[src/rtl/wsp_pkg.sv]
package wsp_pkg;
  localparam int HALF_W    = 16;
  localparam int FMT_BYTES = 16;
  // last byte offset of each decoded field inside the format body
  localparam int OFF_CODE  = 1;
  localparam int OFF_CHAN  = 3;
  localparam int OFF_RATE  = 7;
  localparam int OFF_BITS  = 15;
  localparam int PCM_CODE  = 1;
  localparam int STEREO    = 2;

  // tags as seen after little-endian assembly of four bytes
  localparam logic [31:0] TAG_RIFF = 32'h4646_4952;
  localparam logic [31:0] TAG_WAVE = 32'h4556_4157;
  localparam logic [31:0] TAG_JUNK = 32'h4B4E_554A;
  localparam logic [31:0] TAG_FMT  = 32'h2074_6D66;
  localparam logic [31:0] TAG_DATA = 32'h6174_6164;

  typedef enum logic [3:0] {
    ST_RIFF, ST_RSIZE, ST_WAVE, ST_CHTAG, ST_JSIZE, ST_JSKIP, ST_FSIZE,
    ST_FBODY, ST_FSKIP, ST_DTAG, ST_DSIZE, ST_DATA, ST_DONE, ST_ERR
  } wsp_state_e;
endpackage

[src/rtl/wsp_le_field.sv]
module wsp_le_field #(
  parameter int BYTE_W  = 8,
  parameter int FIELD_W = 32
) (
  input  logic               clk,
  input  logic               rst,
  input  logic               shift_en,
  input  logic [BYTE_W-1:0]  byte_in,
  output logic [FIELD_W-1:0] acc_nxt
);
  logic [FIELD_W-1:0] acc_q;

  // newest byte enters at the top: after N bytes the top N bytes hold the value
  assign acc_nxt = {byte_in, acc_q[FIELD_W-1:BYTE_W]};

  always_ff @(posedge clk) begin
    if (rst)           acc_q <= '0;
    else if (shift_en) acc_q <= acc_nxt;
  end
endmodule

[src/rtl/wsp_down_cnt.sv]
module wsp_down_cnt #(
  parameter int W = 32
) (
  input  logic         clk,
  input  logic         rst,
  input  logic         load,
  input  logic [W-1:0] load_val,
  input  logic         dec,
  output logic [W-1:0] cnt_q
);
  always_ff @(posedge clk) begin
    if (rst)       cnt_q <= '0;
    else if (load) cnt_q <= load_val;
    else if (dec)  cnt_q <= cnt_q - W'(1);
  end
endmodule

[src/rtl/wsp_sample_pack.sv]
module wsp_sample_pack #(
  parameter int BYTE_W   = 8,
  parameter int SAMPLE_W = 24
) (
  input  logic                clk,
  input  logic                rst,
  input  logic                shift_en,
  input  logic                hold_left,
  input  logic                emit,
  input  logic [BYTE_W-1:0]   byte_in,
  output logic [SAMPLE_W-1:0] left_o,
  output logic [SAMPLE_W-1:0] right_o,
  output logic                valid_o
);
  logic [SAMPLE_W-1:0] sh_q, left_hold_q, sh_nxt;

  assign sh_nxt = {byte_in, sh_q[SAMPLE_W-1:BYTE_W]};

  always_ff @(posedge clk) begin
    if (rst) begin
      sh_q        <= '0;
      left_hold_q <= '0;
      left_o      <= '0;
      right_o     <= '0;
      valid_o     <= 1'b0;
    end else begin
      valid_o <= emit;
      if (shift_en)  sh_q        <= sh_nxt;
      if (hold_left) left_hold_q <= sh_nxt;
      if (emit) begin
        left_o  <= left_hold_q;
        right_o <= sh_nxt;
      end
    end
  end
endmodule

[src/rtl/wav_stream_parser.sv]
module wav_stream_parser
  import wsp_pkg::*;
#(
  parameter int BYTE_W   = 8,
  parameter int FIELD_W  = 32,
  parameter int SAMPLE_W = 24,
  parameter int CHAN_W   = 16
) (
  input  logic                clk,
  input  logic                rst,
  input  logic                in_valid,
  input  logic [BYTE_W-1:0]   in_byte,
  output logic                in_ready,
  output logic [SAMPLE_W-1:0] smp_left,
  output logic [SAMPLE_W-1:0] smp_right,
  output logic                smp_valid,
  output logic [FIELD_W-1:0]  sample_rate,
  output logic [CHAN_W-1:0]   chan_count,
  output logic                fmt_err,
  output logic                done
);
  localparam int SAMPLE_BYTES = SAMPLE_W / BYTE_W;
  localparam int FRAME_BYTES  = SAMPLE_BYTES * STEREO;
  localparam int FIELD_BYTES  = FIELD_W / BYTE_W;
  localparam int IDX_W        = $clog2(FMT_BYTES);

  wsp_state_e         st_q, st_d;
  logic [IDX_W-1:0]   idx_q, idx_d;
  logic [FIELD_W-1:0] rate_q;
  logic [CHAN_W-1:0]  chan_q;
  logic [FIELD_W-1:0] fld_nxt, skip_q, skip_val, rem_q;
  logic [HALF_W-1:0]  half;
  logic               accept, last4, frame_end;
  logic               skip_load, skip_dec, rem_load, rem_dec;
  logic               cap_rate, cap_chan, pk_shift, pk_hold, pk_emit;

  assign accept = in_valid;
  assign half   = fld_nxt[FIELD_W-1 -: HALF_W];
  assign last4  = (idx_q == IDX_W'(FIELD_BYTES - 1));

  wsp_le_field #(.BYTE_W(BYTE_W), .FIELD_W(FIELD_W)) u_fld (
    .clk(clk), .rst(rst), .shift_en(accept), .byte_in(in_byte), .acc_nxt(fld_nxt)
  );

  wsp_down_cnt #(.W(FIELD_W)) u_skip (
    .clk(clk), .rst(rst), .load(skip_load), .load_val(skip_val),
    .dec(skip_dec), .cnt_q(skip_q)
  );

  wsp_down_cnt #(.W(FIELD_W)) u_rem (
    .clk(clk), .rst(rst), .load(rem_load), .load_val(fld_nxt),
    .dec(rem_dec), .cnt_q(rem_q)
  );

  wsp_sample_pack #(.BYTE_W(BYTE_W), .SAMPLE_W(SAMPLE_W)) u_pack (
    .clk(clk), .rst(rst), .shift_en(pk_shift), .hold_left(pk_hold),
    .emit(pk_emit), .byte_in(in_byte),
    .left_o(smp_left), .right_o(smp_right), .valid_o(smp_valid)
  );

  always_comb begin
    st_d      = st_q;
    skip_load = 1'b0;
    skip_val  = '0;
    skip_dec  = 1'b0;
    rem_load  = 1'b0;
    rem_dec   = 1'b0;
    cap_rate  = 1'b0;
    cap_chan  = 1'b0;
    pk_shift  = 1'b0;
    pk_hold   = 1'b0;
    pk_emit   = 1'b0;
    frame_end = 1'b0;
    if (accept) begin
      unique case (st_q)
        ST_RIFF:  if (last4) st_d = (fld_nxt == TAG_RIFF) ? ST_RSIZE : ST_ERR;
        ST_RSIZE: if (last4) st_d = ST_WAVE;
        ST_WAVE:  if (last4) st_d = (fld_nxt == TAG_WAVE) ? ST_CHTAG : ST_ERR;
        ST_CHTAG: if (last4) begin
          if (fld_nxt == TAG_JUNK)     st_d = ST_JSIZE;
          else if (fld_nxt == TAG_FMT) st_d = ST_FSIZE;
          else                         st_d = ST_ERR;
        end
        ST_JSIZE: if (last4) begin
          skip_load = 1'b1;
          skip_val  = fld_nxt;
          st_d      = (fld_nxt == '0) ? ST_CHTAG : ST_JSKIP;
        end
        ST_JSKIP: begin
          skip_dec = 1'b1;
          if (skip_q == FIELD_W'(1)) st_d = ST_CHTAG;
        end
        ST_FSIZE: if (last4) begin
          if (fld_nxt < FIELD_W'(FMT_BYTES)) st_d = ST_ERR;
          else begin
            skip_load = 1'b1;
            skip_val  = fld_nxt - FIELD_W'(FMT_BYTES);
            st_d      = ST_FBODY;
          end
        end
        ST_FBODY: begin
          if (idx_q == IDX_W'(OFF_CODE) && half != HALF_W'(PCM_CODE)) st_d = ST_ERR;
          if (idx_q == IDX_W'(OFF_CHAN)) begin
            cap_chan = 1'b1;
            if (half != HALF_W'(STEREO)) st_d = ST_ERR;
          end
          if (idx_q == IDX_W'(OFF_RATE)) cap_rate = 1'b1;
          if (idx_q == IDX_W'(OFF_BITS)) begin
            if (half != HALF_W'(SAMPLE_W)) st_d = ST_ERR;
            else st_d = (skip_q == '0) ? ST_DTAG : ST_FSKIP;
          end
        end
        ST_FSKIP: begin
          skip_dec = 1'b1;
          if (skip_q == FIELD_W'(1)) st_d = ST_DTAG;
        end
        ST_DTAG:  if (last4) st_d = (fld_nxt == TAG_DATA) ? ST_DSIZE : ST_ERR;
        ST_DSIZE: if (last4) begin
          rem_load = 1'b1;
          st_d     = (fld_nxt < FIELD_W'(FRAME_BYTES)) ? ST_DONE : ST_DATA;
        end
        ST_DATA: begin
          rem_dec  = 1'b1;
          pk_shift = 1'b1;
          if (idx_q == IDX_W'(SAMPLE_BYTES - 1)) pk_hold = 1'b1;
          if (idx_q == IDX_W'(FRAME_BYTES - 1)) begin
            pk_emit   = 1'b1;
            frame_end = 1'b1;
            if (rem_q <= FIELD_W'(FRAME_BYTES)) st_d = ST_DONE;
          end
        end
        default: st_d = st_q;
      endcase
    end
  end

  always_comb begin
    idx_d = idx_q;
    if (accept) idx_d = (st_d != st_q || frame_end) ? '0 : idx_q + IDX_W'(1);
  end

  always_ff @(posedge clk) begin
    if (rst) begin
      st_q   <= ST_RIFF;
      idx_q  <= '0;
      rate_q <= '0;
      chan_q <= '0;
    end else begin
      st_q  <= st_d;
      idx_q <= idx_d;
      if (cap_rate) rate_q <= fld_nxt;
      if (cap_chan) chan_q <= CHAN_W'(half);
    end
  end

  assign in_ready    = 1'b1;
  assign sample_rate = rate_q;
  assign chan_count  = chan_q;
  assign fmt_err     = (st_q == ST_ERR);
  assign done        = (st_q == ST_DONE);
endmodule

[config.mk]
export PLATFORM = sky130hd
export DESIGN_NAME = wav_stream_parser
export DESIGN_NICKNAME = d
export VERILOG_FILES = /design/src/rtl/wsp_pkg.sv /design/src/rtl/wsp_le_field.sv /design/src/rtl/wsp_down_cnt.sv /design/src/rtl/wsp_sample_pack.sv /design/src/rtl/wav_stream_parser.sv
export SDC_FILE = /design/constraint.sdc
export NUM_CORES = 1
export LEC_CHECK = 0
export BUFFER_PORTS_ARGS = -buffer_cell sky130_fd_sc_hd__buf_2
export CAP_MARGIN = 20
export CORE_UTILIZATION = 55
export DETAILED_ROUTE_END_ITERATION = 7
export MAX_ROUTING_LAYER = met4
export PLACE_DENSITY = 0.75
export REMOVE_ABC_BUFFERS = 1
export SLEW_MARGIN = 40
export SYNTH_ARGS = -nofsm -noshare
export SYNTH_HDL_FRONTEND = slang
export SYNTH_SLANG_ARGS = --single-unit
[constraint.sdc]
create_clock -name clk -period 5.6 [get_ports clk]
set_input_delay 0 -clock clk [delete_from_list [all_inputs] [get_ports clk]]
set_output_delay 0 -clock clk [all_outputs]
set_load 0.02 [all_outputs]
# == Word level (Yosys, flattened, before mapping) ==
# Index checks and enable logic that the tools add are counted.
# classes
add_sub_neg,4
n_lt_le_gt_ge,3
eq_ne,29
n_mux,60
reduce_logical,8
# ops
cell,count
$mux 32,8
$eq 32x31->1 const B,4
$mux 4,23
$logic_not 32->1,2
$pmux 32 s2,1
$sub 32x1->32 const B,2
$pmux 4 s12,1
$eq 32x1->1 const B,1
$eq 32x30->1 const B,1
$le 32x3->1 const B,1
$lt 32x3->1 const B,1
$lt 32x5->1 const B,1
$sub 32x5->32 const B,1
$eq 4x4->1 const B,7
$eq 4x3->1 const B,6
$mux 1,22
$eq 4x2->1 const B,4
$ne 16x1->1 const B,1
$ne 16x2->1 const B,1
$ne 16x5->1 const B,1
$mux 3,4
$eq 4x1->1 const B,2
$add 4x1->4 const B,1
$logic_not 4->1,1
other kinds (6),7
# totals
register_bits,249
input_bits,11
out_inout_bits,100
wordCells,116

# == Longest topological paths before layout ==
# Gate-level depths: netlist of the first run.
# logic_depth
depth_word,11
mapped_depth,13
mapped_depth_nobuf,10

# == Modules after synthesis ==
# From an unflattened synthesis of the first run, not the netlist that was laid out.
# unflattened
cells_unflattened,1424
hier_area_um2,11946.5
# by_module_without_submodules
mod,instances,cells_each,area_per_inst_um2
wav_stream_parser,1,604,4190.3
wsp_down_cnt,2,224,1835.5
wsp_sample_pack,1,287,3155.5
wsp_le_field,1,85,929.6

# == Worst setup path after synthesis of the first run ==
# OpenSTA, ideal clock, no wires.
# synth_timing
kind,register to register
from,register idx_q[0]
to,register idx_q[0]
setup_time_ns,0.078
arrival_ns,2.836
setup_slack_ns,2.686
path_stages_with_launch,12
path_cell_list,dfxtp_1 ha_1 buf_4 or3b_1 buf_2 or4_4 o22ai_2 a21oi_1 a311o_1 o41ai_2 nand4_1 nor3_1
# synth_via
elab_chain_cells,11
word_cells_on_any_way,27
cone_classes,add/sub: 1; eq/ne: 5; mux: 19; reduce/logical: 2
# synth_lines
element,line,rtl
"start, declared",wav_stream_parser.sv:28,"logic [IDX_W-1:0] idx_q, idx_d;"
"start signal, assigned",wav_stream_parser.sv:150,idx_q <= idx_d;
$eq 4x1->1,wav_stream_parser.sv:102,if (idx_q == IDX_W'(OFF_CODE) && half != HALF_W'(PCM_CODE)) st_d = ST_ERR;
$logic_and 1x1->1,wav_stream_parser.sv:102,
$mux 4,wav_stream_parser.sv:102,
$mux 4,wav_stream_parser.sv:105,if (half != HALF_W'(STEREO)) st_d = ST_ERR;
$mux 4,wav_stream_parser.sv:103,if (idx_q == IDX_W'(OFF_CHAN)) begin
$mux 4,wav_stream_parser.sv:108,if (idx_q == IDX_W'(OFF_BITS)) begin
$pmux 4 s12,wav_stream_parser.sv:75,unique case (st_q)
$mux 4,wav_stream_parser.sv:74,if (accept) begin
$ne 4x4->1,wav_stream_parser.sv:139,if (accept) idx_d = (st_d != st_q || frame_end) ? '0 : idx_q + IDX_W'(1);
$logic_or 1x1->1,wav_stream_parser.sv:139,
$mux 4 (*),wav_stream_parser.sv:139,
# Mark *: on every way between the ends. The rest lies on a longest branch, timed or not.
# A chain may end at the register's enable or synchronous reset.

# == Worst setup path after layout of the first run ==
# layout_timing
from,register idx_q[0]
to,register u_skip.cnt_q[23]
# layout_via
elab_chain_cells,5
word_cells_on_any_way,11
cone_classes,eq/ne: 1; mux: 9; reduce/logical: 1
# layout_lines
element,line,rtl
$eq 4x2->1 (*),wav_stream_parser.sv:39,assign last4 = (idx_q == IDX_W'(FIELD_BYTES - 1));
"$mux 32, or another cell as far along",wav_stream_parser.sv:93,ST_FSIZE: if (last4) begin
$pmux 32 s2 / $pmux 1 s2 (equally long branches),wav_stream_parser.sv:75,
$mux 32 / $mux 1 (equally long branches),wav_stream_parser.sv:74,
$mux 32 / $reduce_bool 2->1 (equally long branches),n/a,
"end signal, assigned",wsp_down_cnt.sv:13,else if (load) cnt_q <= load_val;
"end signal, assigned",wsp_down_cnt.sv:14,else if (dec) cnt_q <= cnt_q - W'(1);
"end, declared",wsp_down_cnt.sv:9,output logic [W-1:0] cnt_q
# Marks and branches as above.

==> impl_metrics.py, run 1 <==
metrics = {
    "global_routing": {
        "grt_pass1_vias": 9876,
        "gr-total-overflow": 0,
        "antenna_found_initial": 0,
        "globalRouteTotalUtil_pct": 32.6,
        "grt_max_degree": 120,
        "grt_pass1_wl_um": 52400,
    },
    "clock_tree": {
        "clk_latency_ns": 0.52,
        "post_cts_buffers": 0,
        "clkTransAtPathRegs_ns": 0.06,
        "cts_root_buffer": "clkbuf_16",
        "htree_levels": 1,
        "ctsLongestPathBuffers": 3,
        "clock-sinks": 233,
        "numCtsBuffers": 25,
        "cts_tree": "built",
    },
    "timing": {
        "relSlewSlack_pct": 47.1,
        "fmax_mhz": 272,
        "rsz0062_at_grt": "no",
        "period_share_pct": 65.6,
        "fin_skew_ns": 0.0108,
        "slew_viol_final": 0,
        "tns_ns": 0,
        "hold_violations": 0,
        "setup_viol": 0,
        "worstMarginPinSlew_ns": 0.792,
        "period_needed_ns": 3.67,
    },
    "yosys": {
        "synth_area_leaders": "dfxtp_1 42%, nand2_1 11%, a21oi_1 8.8%",
        "syn_avg_cell_area_um2": 7.54,
        "yosys.area.top_type": "dfxtp_1",
        "synthFlopType": "dfxtp_1",
        "synth_top_area_share_pct": 41.8,
        "synth.cell_area_mm2": 0.0112,
        "synthDistinctLibCells": 68,
        "synth_edf_count": 0,
        "yosysMostFrequentCell": "nand2_1",
        "post_synth_inst_count": 1481,
        "synth_seq_cells": 233,
        "ys_top_cells_by_count": "336 x nand2_1, 233 x dfxtp_1, 197 x a21oi_1, 123 x nor2_1, 110 x clkbuf_1",
        "ys_async_sr_fraction_pct": 0,
        "yosys_warnings": 0,
        "yosysSeqAreaShare_pct": 41.8,
    },
    "worst_setup_path": {
        "start_kind": "flop",
        "cp_num_cells": 9,
        "crit_buf_inv": 1,
        "required_ns": 5.98,
        "slowest_delay_ns": 0.63,
        "critPathKind": "flop to flop",
        "regToRegEndpoint": "u_skip.cnt_q[23]$_SDFFE_PP0P_",
        "worstRegToRegCells": 9,
        "end_kind": "flop",
        "arrival_ns": 4.05,
        "crit_family": "simple AND/OR/NAND/NOR gates",
        "cpMaxStageDelayCell": "nand2_1",
        "worstReg2RegStart": "idx_q[0]$_SDFFE_PP0P_",
        "crit_chain": "ha_1 -> nor3b_1 -> buf_4 -> nand3_1 -> nand2_1 -> nand2_1 -> a21o_1 -> a21oi_1 -> a21oi_1",
        "ff2ff_setup_slack_ns": 1.93,
        "cp_max_fo": 19,
    },
    "placement": {
        "hpwl_um": 21100,
        "dpl_cell_area_mm2": 0.0118,
        "io_buffers": 109,
        "place_congestion": 0.968,
    },
    "route": {
        "drt_wl_total_um": 33300,
        "drc": 0,
        "firstDrtPassIters": 7,
        "ant_nets": 0,
        "avgViaCountPerCell": 6.12,
        "wl_per_cell_um": 18.5,
        "drt_iter0_drc": 948,
        "vias": 11000,
    },
    "pwr": {
        "p_leak_nw": 4.74,
        "power_density_mw_per_mm2": 287,
        "peakVddDrop_mv": 0.213,
        "finalPower_w": 0.00363,
    },
    "finish": {
        "fin_area_mm2": 0.0127,
        "drive_gt1_share_pct": 12.6,
        "n_antenna_cell": 0,
        "final_nets": 1541,
        "area_growth_pct": 13.5,
    },
    "floorplan": {
        "row_count": 51,
        "ios": 111,
        "die_h_um": 145,
        "start_util_pct": 56.8,
        "die_w_um": 145,
        "core_mm2": 0.0197,
        "dieArea_mm2": 0.0209,
    },
    "run_status": {
        "status": "finished, final reports clean",
    },
    "hold_path": {
        "min_to": "u_rem.cnt_q[24]$_SDFFE_PP0P_",
        "whs_path_depth": 2,
        "min_from": "rst",
        "hold_class": "input port to flop",
    },
    "flow_run": {
        "maxCapViolCount": 0,
    },
}
==> how the worst max path moves through the flow <==
stage                                         end             startpoint
floorplan           u_skip.cnt_q[23]$_SDFFE_PP0P_  idx_q[0]$_SDFFE_PP0P_
global placement            idx_q[1]$_SDFFE_PP0P_     st_q[3]$_SDFF_PP0_
detailed placement  u_skip.cnt_q[23]$_SDFFE_PP0P_  idx_q[0]$_SDFFE_PP0P_
CTS                 u_skip.cnt_q[23]$_SDFFE_PP0P_  idx_q[0]$_SDFFE_PP0P_
global route        u_skip.cnt_q[23]$_SDFFE_PP0P_  idx_q[0]$_SDFFE_PP0P_
finish              u_skip.cnt_q[23]$_SDFFE_PP0P_  idx_q[0]$_SDFFE_PP0P_
==> per-stage QoR <==
stage / utilization (%) / std cells / hold WS [ns] / setup WS, ns
global route: 64.5 / 1800 / 0.139 / 1.69
global placement: 59.8 / 1749 / 0.423 / 1.96
CTS: 64.5 / 1800 / 0.0236 / 2.04
detailed placement: 59.8 / 1749 / 0.431 / 2.07
floorplan: - / 1359 / 0.0691 / 1.77
finish: 64.5 / 1800 / 0.0906 / 1.93
==> cells by family after synthesis <==
family	after synthesis	share of synthesized area [%]
fa+ha+maj	11	1.23
flops	233	41.8
simple gates	686	28.4
other cells	1	0.0336
mux	28	2.51
xor+xnor	29	2.27
buf+inv	133	4.58
compound gates	360	19.2
==> layout make-up <==
| class | count | area [um2] |
|---|---|---|
| Inverter | 11 | 41.3 |
| Clock buffer | 29 | 671 |
| Tap cell | 265 | 332 |
| Multi-Input combinational cell | 1115 | 6050 |
| Clock inverter | 14 | 159 |
| Sequential cell | 233 | 4660 |
| Timing Repair Buffer | 133 | 767 |
| Fill cell | 1799 | 6970 |
==> cells in the final DEF, fill, tap and decap left out, types with 8 or more instances in the layout <==
master           n
ha_1            11
mux2i_1         28
a21oi_1        197
xor2_1          16
a211oi_1        10
or4_1           12
a22oi_1          9
dfxtp_1        233
nor2_1         123
clkbuf_16       25
a221oi_1        18
o21ai_0         51
buf_4           15
nand4_1         19
o22ai_1         12
nor3_1          41
inv_1           11
dlygate4sd3_1    8
nand2_1        336
nand3_1         30
xnor2_1         13
or3_1           11
nand2b_1        12
nor4_1          27
buf_2          108
==> layer usage <==
layer / up-vias / global-route usage, % / share of wire, %
li1: 5277 / - / -
met3: 54 / 4.70 / 7.2
met5: - / - / 0
met4: 0 / 8.59 / 1.9
met2: 431 / 50.8 / 46
met1: 5259 / 44.0 / 45
==> registers in the layout, indices dropped and copies added (netlist names) <==
| name | cells |
|---|---|
| u_pack.valid_o | 1 |
| u_fld.acc_q | 24 |
| u_pack.right_o | 24 |
| u_skip.cnt_q | 32 |
| u_pack.sh_q | 16 |
| u_pack.left_hold_q | 24 |
| chan_count | 16 |
| u_pack.left_o | 24 |
| sample_rate | 32 |
| st_q | 4 |
| u_rem.cnt_q | 32 |
| idx_q | 4 |
==> what timing repair did <==
action                    4_1_cts  5_1_grt
hold buffers                    8        0
hold endpoints to repair       46        0
gates resized for setup         0        0
==> where the power goes <==
| group | leakage (nW) | switching [W] | internal [W] |
|---|---|---|---|
| sequential | 1.88 | 0.0000415 | 0.00167 |
| combinational | 2.45 | 0.000167 | 0.0000857 |
| clock | 0.407 | 0.000674 | 0.000995 |
| total | 4.74 | 0.000883 | 0.00275 |
Note: power is estimated with default switching activity, not from simulation.
==> run 2, diff against run 1 <==
Clock period 5.6 ns to 3.46 ns, I/O delays scaled along.
==> run 2 against run 1 <==
Net effect: clock skew is 0.0024 ns lower; clock power is 56% higher; non-clock buffer count is 46 higher; worst hold slack worse by 0.047 ns; die area stayed put; final area is 2.3% higher; wire length is 3.3% higher; cell count is 2.6% higher; sequential share of layout area is 0.84 points lower; clock-buffer cell count is 6 higher; flip-flop and latch count stayed put.
==> impl_metrics.py, run 2 (same netlist as run 1, synthesis figures left out) <==
metrics = {
    "finish": {
        "multiInputGateArea_mm2": 0.00602,
        "final_nets": 1586,
        "seqCellArea_mm2": 0.00466,
        "n_fill_cell": 1739,
        "final_cell_mix": "336 x nand2_1, 233 x dfxtp_1, 197 x a21oi_1",
        "layout_commonest_cell": "nand2_1",
        "fin_area_mm2": 0.0130,
        "n_antenna_cell": 0,
        "drive_gt1_share_pct": 14.5,
        "utilization_pct": 66.0,
        "area_growth_pct": 16.2,
    },
    "global_routing": {
        "grt_max_degree": 68,
        "globalRouteTotalUtil_pct": 33.8,
        "grt_pass1_vias": 9796,
        "grt_pass1_wl_um": 53700,
        "antenna_found_initial": 0,
        "gr-total-overflow": 0,
    },
    "pwr": {
        "peakVddDrop_mv": 0.362,
        "power_density_mw_per_mm2": 448,
        "p_leak_nw": 4.96,
    },
    "route": {
        "wl_per_cell_um": 18.7,
        "vias": 11200,
        "ant_nets": 0,
        "drt_iter0_drc": 981,
        "drt_wl_total_um": 34400,
        "drc": 0,
        "avgViaCountPerCell": 6.07,
        "firstDrtPassIters": 5,
    },
    "flow_run": {
        "maxCapViolCount": 0,
    },
    "floorplan": {
        "die_h_um": 145,
        "core_mm2": 0.0197,
        "ios": 111,
        "die_w_um": 145,
        "row_count": 51,
        "dieArea_mm2": 0.0209,
        "start_util_pct": 56.8,
    },
    "worst_setup_path": {
        "regToRegEndpoint": "idx_q[2]$_SDFFE_PP0P_",
        "required_ns": 3.89,
        "critPathLaunch": "idx_q[0]$_SDFFE_PP0P_",
        "endpoint": "idx_q[2]$_SDFFE_PP0P_",
        "cp_max_fo": 5,
        "worstReg2RegStart": "idx_q[0]$_SDFFE_PP0P_",
        "end_kind": "flop",
        "start_kind": "flop",
        "worstRegToRegCells": 9,
        "arrival_ns": 3.51,
        "critPathKind": "flop to flop",
        "ff2ff_setup_slack_ns": 0.38,
    },
    "clock_tree": {
        "htree_levels": 1,
        "numCtsBuffers": 24,
        "post_cts_buffers": 0,
        "cts_root_buffer": "clkbuf_16",
        "clkTransAtPathRegs_ns": 0.06,
        "cts_tree": "built",
        "ctsLongestPathBuffers": 3,
        "clk_latency_ns": 0.51,
        "clock-sinks": 233,
    },
    "timing": {
        "hold_violations": 0,
        "fin_skew_ns": 0.00842,
        "setup_viol": 0,
        "fmax_mhz": 325,
        "rsz0062_at_grt": "no",
        "period_needed_ns": 3.08,
        "worst_slack_ns": 0.379,
        "relSlewSlack_pct": 48.8,
        "worstMarginPinSlew_ns": 0.766,
        "period_share_pct": 89.1,
        "slew_viol_final": 0,
    },
    "placement": {
        "io_buffers": 109,
        "hpwl_um": 23600,
        "dpl_cell_area_mm2": 0.0121,
        "place_congestion": 0.989,
        "post-place-ws_ns": 0.373,
    },
    "hold_path": {
        "hold_class": "input port to flop",
        "min_from": "in_byte[0]",
    },
    "run_status": {
        "status": "finished, final reports clean",
    },
}
run 2: power breakdown:
| group | internal [W] | switching [W] | total [W] | leakage, nW |
|---|---|---|---|---|
| clock | 0.00155 | 0.00104 | 0.00260 | 0.396 |
| combinational | 0.000162 | 0.000297 | 0.000460 | 2.68 |
| sequential | 0.00271 | 0.0000482 | 0.00275 | 1.88 |
| total | 0.00442 | 0.00139 | 0.00581 | 4.96 |
run 2: worst max-delay path, stage by stage (launching register included):
cell	delay [ns]
dfxtp_1	0.43
ha_1	0.22
or3b_1	0.40
or4_4	0.58
o22ai_2	0.13
a21oi_1	0.08
a311o_1	0.38
o41ai_2	0.29
nand4_1	0.24
nor3_1	0.25
run 2: cell type report:
cell class	count	share of cell area (%)
clock buffer	35	5.42
clock inverter	8	0.694
inverter	11	0.318
multi-input combinational	1115	46.4
sequential	233	35.9
tap	265	2.55
timing repair buffer	179	8.67
run 2: timing repair:
| item | CTS | global route |
|---|---|---|
| gates resized for setup | 0 | 0 |
| hold endpoints to repair | 72 | 0 |
| hold buffers | 9 | 0 |
run 2: worst min path at each step:
stage                                 endpoint  slack [ns]  cells after the start
5_1_grt             chan_count[8]$_SDFFE_PP0P_        0.04                      4
3_3_place_gp   u_pack.right_o[22]$_SDFFE_PP0P_        0.40                      3
4_1_cts        u_pack.right_o[16]$_SDFFE_PP0P_        0.03                      4
6_report       u_pack.right_o[16]$_SDFFE_PP0P_        0.04                      4
2_1_floorplan       chan_count[0]$_SDFFE_PP0P_        0.07                      1
3_5_place_dp   u_pack.right_o[22]$_SDFFE_PP0P_        0.40                      3
run 2: metal layers:
metal | track usage, % | share of wire, % | up-vias
met5 | - | 0 | -
met4 | 7.98 | 2.2 | 0
met3 | 4.34 | 8.4 | 60
met2 | 52.3 | 45 | 520
met1 | 46.8 | 44 | 5260
li1 | - | - | 5356
run 2: metrics by stage:
step | power (W) | instances | TNS [ns] | hold WS [ns]
global placement | 0.00325 | 1794 | 0 | 0.398
global route | 0.00599 | 1846 | 0 | 0.0370
floorplan | 0.00303 | 1359 | -5.89 | 0.0691
CTS | 0.00582 | 1846 | 0 | 0.0309
detailed placement | 0.00325 | 1794 | 0 | 0.405
finish | 0.00581 | 1846 | 0 | 0.0437
==> run 3, diff against run 2 <==
Settings changed: CORE_ASPECT_RATIO from default to 0.75.
==> run 3 against run 2 <==
Net effect: the run now ends with design-rule violations left; non-clock buffer count increased by 7; clock power hardly changed; clock-buffer cell count down 4; critical path type unchanged; clock skew increased by 0.0080 ns; flip-flop and latch count did not move; global-route usage down 0.098 points; final area up 0.19%; core utilization up 0.31 points; wire length increased by 2.2%; power grew 0.47%; fmax down 2.3%.
==> impl_metrics.py, run 3 (same netlist as run 1, synthesis figures left out) <==
metrics = {
    "timing": {
        "hold_violations": 0,
        "fmax_mhz": 317,
        "fin_skew_ns": 0.0164,
        "relSlewSlack_pct": 46.6,
        "tns_ns": 0,
        "slew_viol_final": 0,
        "worstMarginPinSlew_ns": 0.801,
        "worst_slack_ns": 0.307,
        "period_share_pct": 91.1,
        "period_needed_ns": 3.15,
        "rsz0062_at_grt": "no",
        "setup_viol": 0,
    },
    "floorplan": {
        "row_count": 44,
        "ios": 111,
        "die_h_um": 125,
        "die_w_um": 167,
        "start_util_pct": 57.0,
        "core_mm2": 0.0196,
        "dieArea_mm2": 0.0209,
    },
    "flow_run": {
        "maxCapViolCount": 0,
    },
    "clock_tree": {
        "htree_levels": 1,
        "clk_latency_ns": 0.54,
        "clkTransAtPathRegs_ns": 0.06,
        "numCtsBuffers": 23,
        "ctsLongestPathBuffers": 3,
        "cts_resized": 0,
        "cts_tree": "built",
        "clock-sinks": 233,
        "cts_root_buffer": "clkbuf_16",
    },
    "route": {
        "wl_per_cell_um": 19.1,
        "vias": 11400,
        "drt_wl_total_um": 35200,
        "avgViaCountPerCell": 6.18,
        "firstDrtPassIters": 7,
        "drc": 10,
        "drt_iter0_drc": 1241,
        "ant_nets": 0,
    },
    "worst_setup_path": {
        "critPathKind": "flop to flop",
        "crit_family": "simple AND/OR/NAND/NOR gates",
        "cpMaxStageDelayCell": "or4_4",
        "required_ns": 3.91,
        "regToRegEndpoint": "idx_q[1]$_SDFFE_PP0P_",
        "start_kind": "flop",
        "critPathMostFrequentCell": "or4_4",
        "ff2ff_setup_slack_ns": 0.31,
        "worstRegToRegCells": 8,
        "crit_chain": "or4_4 -> or4_4 -> nor4_2 -> nor2b_1 -> a311oi_1 -> a211o_1 -> nand4_1 -> nor3_1",
        "crit_buf_inv": 0,
        "worstReg2RegStart": "u_rem.cnt_q[24]$_SDFFE_PP0P_",
        "slowest_delay_ns": 0.60,
        "arrival_ns": 3.60,
        "cp_max_fo": 8,
        "end_kind": "flop",
    },
    "finish": {
        "layout_commonest_cell": "nand2_1",
        "final_cell_mix": "336 x nand2_1, 233 x dfxtp_1, 197 x a21oi_1",
        "utilization_pct": 66.3,
        "seqCellArea_mm2": 0.00466,
        "drive_gt1_share_pct": 15.0,
        "area_growth_pct": 16.4,
        "n_fill_cell": 1719,
        "fin_area_mm2": 0.0130,
        "multiInputGateArea_mm2": 0.00602,
        "final_nets": 1592,
    },
    "run_status": {
        "status": "finished, violations left",
        "violations": "design-rule violations",
    },
    "placement": {
        "post-place-ws_ns": 0.349,
        "place_congestion": 1.06,
        "hpwl_um": 23600,
        "io_buffers": 109,
        "dpl_cell_area_mm2": 0.0121,
    },
    "hold_path": {
        "min_to": "u_skip.cnt_q[24]$_SDFFE_PP0P_",
        "min_from": "in_byte[0]",
        "hold_class": "input port to flop",
        "whs_path_depth": 3,
    },
    "global_routing": {
        "gr-total-overflow": 0,
        "globalRouteTotalUtil_pct": 33.7,
        "grt_pass1_wl_um": 55300,
        "grt_pass1_vias": 10200,
        "grt_max_degree": 126,
        "antenna_found_initial": 1,
    },
    "pwr": {
        "power_density_mw_per_mm2": 449,
        "peakVddDrop_mv": 0.359,
        "p_leak_nw": 4.98,
    },
}
-- run 3: area by class of cell --
cell class	count	area share [%]
well taps	253	2.43
flip-flops and latches	233	35.9
multi-input cells	1115	46.3
clock buffers	31	4.89
diodes	1	0.0192
repair buffers	186	8.97
inverters	11	0.318
clock inverters	11	1.18
-- run 3: routing by layer --
metal | part of all wire [%] | GRT usage, %
met5 | 0 | -
met4 | 2.2 | 8.44
met3 | 10 | 6.08
met2 | 42 | 48.3
met1 | 45 | 48.6
-- run 3: through the flow --
step                      hold WS [ns]  std cells  total power (W)
after floorplan                 0.0691       1359          0.00303
after global placement           0.354       1790          0.00326
after detailed placement         0.372       1790          0.00326
after CTS                       0.0128       1840          0.00584
after global routing            0.0303       1841          0.00600
final                           0.0292       1841          0.00584
-- run 3: timing repair --
action	4_1_cts	5_1_grt
hold buffers	8	0
setup buffers	0	0
endpoints found under the hold margin	46	0
-- run 3: worst reg2reg max path, delay by kind of cell, from the launching register on --
family          cells  cell delay [ns]
flops               1             0.37
compound gates      2             0.63
simple gates        6             2.08
-- run 3: power by group --
| part | leakage, nW | switching (W) | total, W | internal [W] |
|---|---|---|---|---|
| combinational | 2.71 | 0.000311 | 0.000477 | 0.000166 |
| sequential | 1.88 | 0.0000458 | 0.00275 | 0.00270 |
| clock | 0.383 | 0.00108 | 0.00261 | 0.00153 |
| total | 4.98 | 0.00144 | 0.00584 | 0.00440 |
-- run 3: worst max path at each step --
| stage | startpoint | end | slack [ns] | cells after the start |
|---|---|---|---|---|
| 2_1_floorplan | idx_q[0]$_SDFFE_PP0P_ | u_skip.cnt_q[23]$_SDFFE_PP0P_ | -0.37 | 8 |
| 3_3_place_gp | u_rem.cnt_q[24]$_SDFFE_PP0P_ | idx_q[1]$_SDFFE_PP0P_ | 0.49 | 9 |
| 3_5_place_dp | u_rem.cnt_q[24]$_SDFFE_PP0P_ | idx_q[1]$_SDFFE_PP0P_ | 0.35 | 9 |
| 4_1_cts | u_rem.cnt_q[24]$_SDFFE_PP0P_ | idx_q[1]$_SDFFE_PP0P_ | 0.33 | 9 |
| 5_1_grt | u_rem.cnt_q[24]$_SDFFE_PP0P_ | idx_q[1]$_SDFFE_PP0P_ | 0.09 | 9 |
| 6_report | u_rem.cnt_q[24]$_SDFFE_PP0P_ | idx_q[1]$_SDFFE_PP0P_ | 0.31 | 8 |
